--- config.mk ---
export PLATFORM = sky130hd
export DESIGN_NAME = segStackUnit
export DESIGN_NICKNAME = d
export VERILOG_FILES = /design/src/rtl/segStackPkg.sv /design/src/rtl/segStackCtrl.sv /design/src/rtl/segStackPath.sv /design/src/rtl/segStackUnit.sv
export SDC_FILE = /design/constraint.sdc
export NUM_CORES = 1
export LEC_CHECK = 0
export CORE_UTILIZATION = 50
export DETAILED_ROUTE_END_ITERATION = 10
export DONT_BUFFER_PORTS = 1
export PLACE_DENSITY_LB_ADDON = 0.2
export SLEW_MARGIN = 10
export SYNTH_ARGS = -nofsm -noshare
export SYNTH_HDL_FRONTEND = slang
export SYNTH_SLANG_ARGS = --single-unit
--- constraint.sdc ---
create_clock -name clk -period 3.8 [get_ports clk]
set_clock_uncertainty 0.15 [all_clocks]
set_input_delay 0.76 -clock clk [delete_from_list [all_inputs] [get_ports clk]]
set_output_delay 0.76 -clock clk [all_outputs]
set_load 0.05 [all_outputs]
--- src/rtl/segStackPkg.sv ---
package segStackPkg;

  typedef enum logic [2:0] {
    OP_PUSH  = 3'd0,
    OP_POP   = 3'd1,
    OP_CALLN = 3'd2,
    OP_CALLF = 3'd3,
    OP_RETN  = 3'd4,
    OP_RETF  = 3'd5
  } opKind_e;

  // strobes from control to datapath
  typedef struct packed {
    logic latchIn;  // sample segment and write words at acceptance
    logic spDec;    // pointer down by one word
    logic spInc;    // pointer up by one word
    logic spLoad;   // direct load
    logic capPop;   // capture read word as popped data
    logic capOff;   // capture read word as return offset
    logic capSeg;   // capture read word as return segment
    logic second;   // second access of a two-word frame
  } pathStrobe_t;

  function automatic logic isWriteOp(input logic [2:0] code);
    return (code == OP_PUSH) || (code == OP_CALLN) || (code == OP_CALLF);
  endfunction

endpackage

--- src/rtl/segStackCtrl.sv ---
module segStackCtrl
  import segStackPkg::*;
(
  input  logic        clk,
  input  logic        rstN,
  input  logic        opValid,
  input  logic [2:0]  opCode,
  input  logic        loadSp,
  input  logic        memAck,
  output logic        busy,
  output logic        done,
  output logic        memReq,
  output logic        memWe,
  output pathStrobe_t stb
);

  typedef enum logic [1:0] {ST_IDLE, ST_FIRST, ST_SECOND} state_e;

  state_e  state, stateNext;
  opKind_e curOp;
  logic    codeOk, start, finish;

  assign codeOk = (opCode <= 3'd5);
  assign start  = opValid && (state == ST_IDLE) && codeOk;

  always_comb begin
    stb       = '0;
    stateNext = state;
    finish    = 1'b0;
    case (state)
      ST_IDLE: begin
        if (start) begin
          stb.latchIn = 1'b1;
          stb.spDec   = isWriteOp(opCode);
          stateNext   = ST_FIRST;
        end else if (loadSp) begin
          stb.spLoad = 1'b1;
        end
      end
      ST_FIRST: begin
        if (memAck) begin
          case (curOp)
            OP_POP: begin
              stb.capPop = 1'b1;
              stb.spInc  = 1'b1;
              finish     = 1'b1;
            end
            OP_RETN: begin
              stb.capOff = 1'b1;
              stb.spInc  = 1'b1;
              finish     = 1'b1;
            end
            OP_CALLF: begin
              stb.spDec = 1'b1;
              stateNext = ST_SECOND;
            end
            OP_RETF: begin
              stb.capOff = 1'b1;
              stb.spInc  = 1'b1;
              stateNext  = ST_SECOND;
            end
            default: finish = 1'b1;
          endcase
        end
      end
      ST_SECOND: begin
        stb.second = 1'b1;
        if (memAck) begin
          if (curOp == OP_RETF) begin
            stb.capSeg = 1'b1;
            stb.spInc  = 1'b1;
          end
          finish = 1'b1;
        end
      end
      default: stateNext = ST_IDLE;
    endcase
    if (finish) stateNext = ST_IDLE;
  end

  always_ff @(posedge clk) begin
    if (!rstN) begin
      state <= ST_IDLE;
      curOp <= OP_PUSH;
      done  <= 1'b0;
    end else begin
      state <= stateNext;
      done  <= finish;
      if (start) curOp <= opKind_e'(opCode);
    end
  end

  assign busy   = (state != ST_IDLE);
  assign memReq = busy;
  assign memWe  = busy && isWriteOp(curOp);


  req_hold_chk: assert property (@(posedge clk) disable iff (!rstN)
    memReq && !memAck |=> memReq);


  done_pulse_chk: assert property (@(posedge clk) disable iff (!rstN)
    done |=> !done);


  done_idle_chk: assert property (@(posedge clk) disable iff (!rstN)
    done |-> !busy);

endmodule

--- src/rtl/segStackPath.sv ---
module segStackPath
  import segStackPkg::*;
#(
  parameter int OFF_W = 16,
  parameter int SEG_SHIFT = 4,
  parameter int WORD_BYTES = 2,
  parameter logic [OFF_W-1:0] SP_RESET = '0,
  localparam int PHYS_W = OFF_W + SEG_SHIFT
) (
  input  logic              clk,
  input  logic              rstN,
  input  pathStrobe_t       stb,
  input  logic [2:0]        opCode,
  input  logic [OFF_W-1:0]  segBase,
  input  logic [OFF_W-1:0]  pushData,
  input  logic [OFF_W-1:0]  callSeg,
  input  logic [OFF_W-1:0]  callOff,
  input  logic [OFF_W-1:0]  loadSpValue,
  input  logic [OFF_W-1:0]  memRData,
  output logic [PHYS_W-1:0] memAddr,
  output logic [OFF_W-1:0]  memWData,
  output logic [PHYS_W-1:0] topAddr,
  output logic [OFF_W-1:0]  sp,
  output logic [OFF_W-1:0]  popData,
  output logic [OFF_W-1:0]  retOff,
  output logic [OFF_W-1:0]  retSeg
);

  localparam logic [OFF_W-1:0] STEP = OFF_W'(WORD_BYTES);

  logic [OFF_W-1:0] segReg, wordA, wordB, firstWord;

  function automatic logic [PHYS_W-1:0] toPhys(input logic [OFF_W-1:0] s,
                                               input logic [OFF_W-1:0] o);
    return {s, {SEG_SHIFT{1'b0}}} + PHYS_W'(o);
  endfunction

  always_comb begin
    case (opCode)
      OP_CALLN: firstWord = callOff;
      OP_CALLF: firstWord = callSeg;
      default:  firstWord = pushData;
    endcase
  end

  always_ff @(posedge clk) begin
    if (!rstN) begin
      sp <= SP_RESET;
    end else if (stb.spLoad) begin
      sp <= loadSpValue;
    end else if (stb.spDec) begin
      sp <= sp - STEP;
    end else if (stb.spInc) begin
      sp <= sp + STEP;
    end
  end

  always_ff @(posedge clk) begin
    if (!rstN) begin
      segReg  <= '0;
      wordA   <= '0;
      wordB   <= '0;
      popData <= '0;
      retOff  <= '0;
      retSeg  <= '0;
    end else begin
      if (stb.latchIn) begin
        segReg <= segBase;
        wordA  <= firstWord;
        wordB  <= callOff;
      end
      if (stb.capPop) popData <= memRData;
      if (stb.capOff) retOff  <= memRData;
      if (stb.capSeg) retSeg  <= memRData;
    end
  end

  assign memAddr  = toPhys(segReg, sp);
  assign memWData = stb.second ? wordB : wordA;
  assign topAddr  = toPhys(segBase, sp);

endmodule

--- src/rtl/segStackUnit.sv ---
module segStackUnit
  import segStackPkg::*;
#(
  parameter int OFF_W = 16,
  parameter int SEG_SHIFT = 4,
  parameter int WORD_BYTES = 2,
  parameter logic [OFF_W-1:0] SP_RESET = '0
) (
  input  logic                      clk,
  input  logic                      rstN,
  input  logic                      opValid,
  input  logic [2:0]                opCode,
  input  logic [OFF_W-1:0]          pushData,
  input  logic [OFF_W-1:0]          callSeg,
  input  logic [OFF_W-1:0]          callOff,
  input  logic                      loadSp,
  input  logic [OFF_W-1:0]          loadSpValue,
  input  logic [OFF_W-1:0]          segBase,
  output logic                      busy,
  output logic                      done,
  output logic [OFF_W-1:0]          popData,
  output logic [OFF_W-1:0]          retOff,
  output logic [OFF_W-1:0]          retSeg,
  output logic [OFF_W-1:0]          spOut,
  output logic [OFF_W+SEG_SHIFT-1:0] topAddr,
  output logic                      memReq,
  output logic                      memWe,
  output logic [OFF_W+SEG_SHIFT-1:0] memAddr,
  output logic [OFF_W-1:0]          memWData,
  input  logic [OFF_W-1:0]          memRData,
  input  logic                      memAck
);

  localparam logic [OFF_W-1:0] STEP = OFF_W'(WORD_BYTES);

  pathStrobe_t stb;

  segStackCtrl u_ctrl (
    .clk     (clk),
    .rstN    (rstN),
    .opValid (opValid),
    .opCode  (opCode),
    .loadSp  (loadSp),
    .memAck  (memAck),
    .busy    (busy),
    .done    (done),
    .memReq  (memReq),
    .memWe   (memWe),
    .stb     (stb)
  );

  segStackPath #(
    .OFF_W      (OFF_W),
    .SEG_SHIFT  (SEG_SHIFT),
    .WORD_BYTES (WORD_BYTES),
    .SP_RESET   (SP_RESET)
  ) u_path (
    .clk         (clk),
    .rstN        (rstN),
    .stb         (stb),
    .opCode      (opCode),
    .segBase     (segBase),
    .pushData    (pushData),
    .callSeg     (callSeg),
    .callOff     (callOff),
    .loadSpValue (loadSpValue),
    .memRData    (memRData),
    .memAddr     (memAddr),
    .memWData    (memWData),
    .topAddr     (topAddr),
    .sp          (spOut),
    .popData     (popData),
    .retOff      (retOff),
    .retSeg      (retSeg)
  );


  push_dec_chk: assert property (@(posedge clk) disable iff (!rstN)
    opValid && !busy && (opCode == OP_PUSH) |=> spOut == OFF_W'($past(spOut) - STEP));


  pop_inc_chk: assert property (@(posedge clk) disable iff (!rstN)
    memReq && !memWe && memAck |=> spOut == OFF_W'($past(spOut) + STEP));


  addr_hold_chk: assert property (@(posedge clk) disable iff (!rstN)
    memReq && !memAck |=> $stable(memAddr) && $stable(memWe) && $stable(memWData));


  bad_code_chk: assert property (@(posedge clk) disable iff (!rstN)
    opValid && !busy && (opCode > 3'd5) && !loadSp |=> !busy && $stable(spOut));

endmodule

**After elaboration in Yosys (flattened, before gate mapping)**

Index checks and enable logic that the tools add are counted.

- Bits in latches: 0
- Register bits after elaboration: 118
- Bits of input ports: 104
- Memory bits (read-only): 0
- Bits in writable memories: 0
- Output and inout bits: 124
- Word-level logic and storage cells: 76
- Memories kept: 0

- Shift-type cells: 0
- Add/sub/neg operators: 4
- Reduce and logical (&&, ||, !) cells: 17
- Muxes and demuxes: 30
- $mul: 0
- Equal/unequal tests: 12
- Bitwise logic cells: 2
- Div/mod/pow operators: 0
- Magnitude comparators: 1

Operators with widths:

| kind | count |
|---|---|
| 16-bit 2-to-1 mux | 4 |
| 20-bit by 16-bit adder with 20-bit output | 2 |
| 16-bit one-hot mux with 2 select lines | 1 |
| 16-bit by 2-bit adder with 16-bit output (second input constant) | 1 |
| 2-bit 2-to-1 mux | 8 |
| 16-bit by 2-bit subtractor with 16-bit output (second input constant) | 1 |
| 1-bit 2-to-1 mux | 13 |
| 3-bit by 2-bit equality test with 1-bit output (second input constant) | 4 |
| 3-bit equality test (second input constant) | 2 |
| 3-bit zero test | 2 |
| 1-bit one-hot mux with 2 select lines | 3 |
| 2-bit one-hot mux with 3 select lines | 1 |
| 2-bit OR reduction | 3 |
| 1-bit logical OR | 4 |
| 2-bit != test (second input constant) | 2 |
| 4-bit AND reduction | 1 |
| 3-bit by 1-bit equality test with 1-bit output (second input constant) | 1 |
| 3-bit <= comparator (second input constant) | 1 |
| 1-bit logical AND | 3 |
| 3-bit nonzero test | 1 |
| 3-bit OR reduction | 1 |
| 2-bit by 1-bit equality test with 1-bit output (second input constant) | 1 |
| 2-bit equality test (second input constant) | 1 |
| 2-bit zero test | 1 |
| 3 further kinds | 4 |

**Logic depth before layout (Yosys ltp)**

- Depth after elaboration: 8
- Mapped depth: 12
- Gate-level depth less buffers: 12

**Hierarchy**

A second synthesis with hierarchy kept.

- Cells, all modules: 774
- Area total of the unflattened synthesis: 7134.3 µm²

By module, submodules not included:

| module | area an instance (µm²) | sequential area each (µm²) | times used | cells an instance |
|---|---|---|---|---|
| segStackPath | 6676.4 | 2242.2 | 1 | 718 |
| segStackCtrl | 457.9 | 120.1 | 1 | 56 |

**Worst setup path before layout**

No wires, ideal clock.

- Path kind: register -> output
- Start point: reg u_path.sp[4]
- End point: out topAddr[18]
- Setup slack: -0.032 ns
- Arrival time: 2.922 ns
- Path buffers: 0
- Cell stages (with the launch flop): 10
- Required time: 2.890 ns
- Cell sequence: dfxtp_1 > ha_1 > inv_1 > fa_1 > nor2b_1 > o31a_1 > o31a_1 > o2111ai_1 > a21oi_1 > xor2_1

- Word-level cells in the longest chain between the ends: 1

Ends and longest elaborated chain:

| what | line | source |
|---|---|---|
| start: declaration | segStackPath.sv:23 | `output logic [OFF_W-1:0] sp,` |
| start signal: assignment | segStackPath.sv:50 | `sp <= loadSpValue;` |
| start signal: assignment | segStackPath.sv:52 | `sp <= sp - STEP;` |
| start signal: assignment | segStackPath.sv:54 | `sp <= sp + STEP;` |
| 20-bit by 16-bit adder with 20-bit output | segStackPath.sv:35 | `return {s, {SEG_SHIFT{1'b0}}} + PHYS_W'(o);` |
| end: declaration | segStackUnit.sv:25 | `output logic [OFF_W+SEG_SHIFT-1:0] topAddr,` |

No other way between the ends.

**Worst setup path in the final report**

Ends and elaborated chain as after synthesis.

==> out/metrics.cfg <==
[layout]
layout_commonest_cell = nand2_1
post-route-util_pct = 60.2
final_cell_mix = nand2_1, dfxtp_1, a21boi_0
diodes = 0
drive_gt1_share_pct = 14.3
final_area_um2 = 8100
fin_nets = 1027
n_fill_cell = 1202
seq_area_um2 = 2370
area_growth_syn_to_layout_pct = 15.6
instances_no_fill = 1068
multi_input_area_um2 = 4380

[logic_synthesis]
synth_edf_count = 0
synth-async-reset-ratio_pct = 0
syn_inst = 862
yosys_warnings = 0
synth.distinct_cells = 57
avgSynthCellArea_um2 = 8.13
ys_ff_latch = 118
seq_area_frac_synth_pct = 33.7
synthTopCellsByArea = dfxtp_1, nand2_1, a21boi_0
synth_top_family_by_area = compound AO/OA/AOI/OAI gates
synth_fa_ha_area_share_pct = 8.18
synth_xor_area_share_pct = 4.00
syn-num-nets = 1010
synth_ff_type = dfxtp_1
synth_top_area_share_pct = 33.7
synthMuxAreaShare_pct = 5.86
yosys.area_share.simple_pct = 19.4
synth_compound_gate_area_share_pct = 24.2
netlist_area_um2 = 7010
synth_top_area_cell = dfxtp_1

[worst_setup_path]
worst_path_max_delay_cell = fa_1
slowest_delay_ns = 0.40
crit_top_cell = o31a_1
r2r_cells = 11
critPathLaunchType = flop
cp-end-kind = output pin
timing.rr.start = u_ctrl.state[1]
path_class = reg -> out
cp_max_fo = 4
crit_arrival_ns = 2.75
r2r-end = u_path.sp[13]
cp.required_ns = 2.89
cp_num_buf_inv = 2
cp_top_family = compound AO/OA/AOI/OAI gates
rrSetupSlack_ns = 0.36
path_cells = ha_2 > inv_1 > fa_1 > nor2b_1 > o31a_1 > o31a_1 > o2111ai_2 > a21oi_2 > xor2_2 > buf_12

[worst_hold_path]
hp-class = reg -> reg
hp-start = u_path.sp[0]
min_to = u_path.sp[0]
hold_depth = 2

[grt]
antenna_found_initial = 0
met3_usage_pct = 7.31
grt_first_pass_wirelength_um = 28300
use_met1_pct = 30.5
grt_pass1_vias = 5807
grt_use_met2_pct = 39.0
overflow = 0
grt_max_degree = 119
top_usage_layer = met2
grt_use_total_pct = 24.4

[drt]
drt_iter0_markers = 421
drc = 0
wl_um = 18000
drtPass1Iterations = 8
detail_route.wl_per_cell_um = 16.9
routed_via_density = 5.77
ant_nets = 0
vias = 6165

[sta]
fin_crit_sh_pct = 96.2
setup_tns_ns = 0
fmax_ghz = 0.274
maxSlewHeadroom_pct = 27.6
rsz0062_at_grt = no
report.final.slew_viol_count = 0
setup_ws_ns = 0.145
worst_pin_slew_ns = 1.08
hold_viol = 0
setup_viol = 0
fin_hold_ws_ns = 0.309
min_period_ns = 3.66

[place]
place_area_um2 = 7390
post-place-cells = 1033
dp_slack_ns = 0.160
place_congestion = 0.939
io_buffers = 0
hpwl_um = 13200

[die]
boundaryPins = 228
die-width_um = 120
row_count = 42
die_height_um = 120
coreArea_um2 = 13500
initial_core_util_pct = 52.1
die_area_um2 = 14500

[cts]
cts_made_buffers = 17
clock_latency_ns = 0.41
root_buffer = clkbuf_16
cts-hold-fix-buffers = 0
cts_max_level = 4
clock_path_buffers = 2
path_clk_slew_ns = 0.06
cts_tree = built
clock_sinks = 118

[power_and_ir_drop]
finalPower_mw = 5.58
power_leakage_nw = 3.28
powerDensity_nw_per_um2 = 689
vdd_drop_max_mv = 0.361

[job]
maxCapViolations = 0

[outcome]
status = finished, final reports clean

==> synthesized netlist by cell type, types with 4 or more instances <==
master	number
a211oi_1	23
a21boi_0	86
a21o_1	9
a21oi_1	50
a31oi_1	5
and3_1	5
and4_1	5
buf_2	5
buf_4	9
clkbuf_1	35
dfxtp_1	118
ha_1	41
inv_1	15
mux2_2	16
mux2i_1	23
nand2_1	205
nand3_1	9
nor2_1	41
nor2b_1	22
nor3_1	5
o2111ai_1	4
o211a_1	4
o21a_1	12
o21ai_0	28
o21bai_1	5
o31a_1	4
xnor2_1	22
xor2_1	10
==> report_power, final <==
part           internal [mW]  total, mW  leakage (nW)  switching, mW
logic                  0.703       2.24          2.00           1.53
clock network           1.19       1.79         0.315          0.599
registers               1.37       1.56         0.962          0.190
==> area by class of cell <==
cell class	instances	area share (%)
Clock buffer	19	5.47
Clock inverter	13	2.69
Inverter	15	0.695
Multi-Input combinational cell	674	54.0
Sequential cell	118	29.2
Tap cell	176	2.72
Timing Repair Buffer	53	5.22
==> registers in the layout, summed over array words and instances (netlist names) <==
signal / cells
u_ctrl.curOp: 3
u_ctrl.done: 1
u_ctrl.state: 2
u_path.popData: 16
u_path.retOff: 16
u_path.retSeg: 16
u_path.segReg: 16
u_path.sp: 16
u_path.wordA: 16
u_path.wordB: 16
==> worst min-delay path, stage by stage (launching register included) <==
cell      delay (ns)
dfxtp_1         0.30
nand2_1         0.04
a21boi_0        0.06
==> what timing repair did <==
| item | CTS | global route |
|---|---|---|
| gates resized for setup | 0 | 10 |
| setup endpoints to repair | 0 | 6 |
| buffers inserted | 0 | 3 |
==> per-layer routing <==
| metal | wire length [um] | part of all wire (%) |
|---|---|---|
| met5 | 0 | 0 |
| met4 | 354 | 2.0 |
| met2 | 8250 | 46 |
| met1 | 7840 | 43 |
| met3 | 1590 | 8.8 |
==> how the worst max path moves through the flow <==
stage | start | endpoint | slack (ns) | depth (start not counted)
floorplan | segBase[0] | topAddr[16] | 0.05 | 9
global placement | segBase[0] | topAddr[18] | 0.20 | 10
detailed placement | segBase[7] | topAddr[17] | 0.16 | 8
CTS | u_path.sp[11] | memAddr[19] | 0.01 | 8
global route | u_path.sp[10] | topAddr[19] | 0.003 | 8
finish | u_path.sp[4] | topAddr[18] | 0.14 | 10
==> kinds of logic after synthesis <==
family,Yosys count
AND/OR/NAND/NOR,312
multiplexers,39
flip-flops,118
adder cells (fa/ha/maj),44
AO/OA/AOI/OAI,247
buffers and inverters,70
XOR/XNOR,32
(Power assumes the default switching activity.)
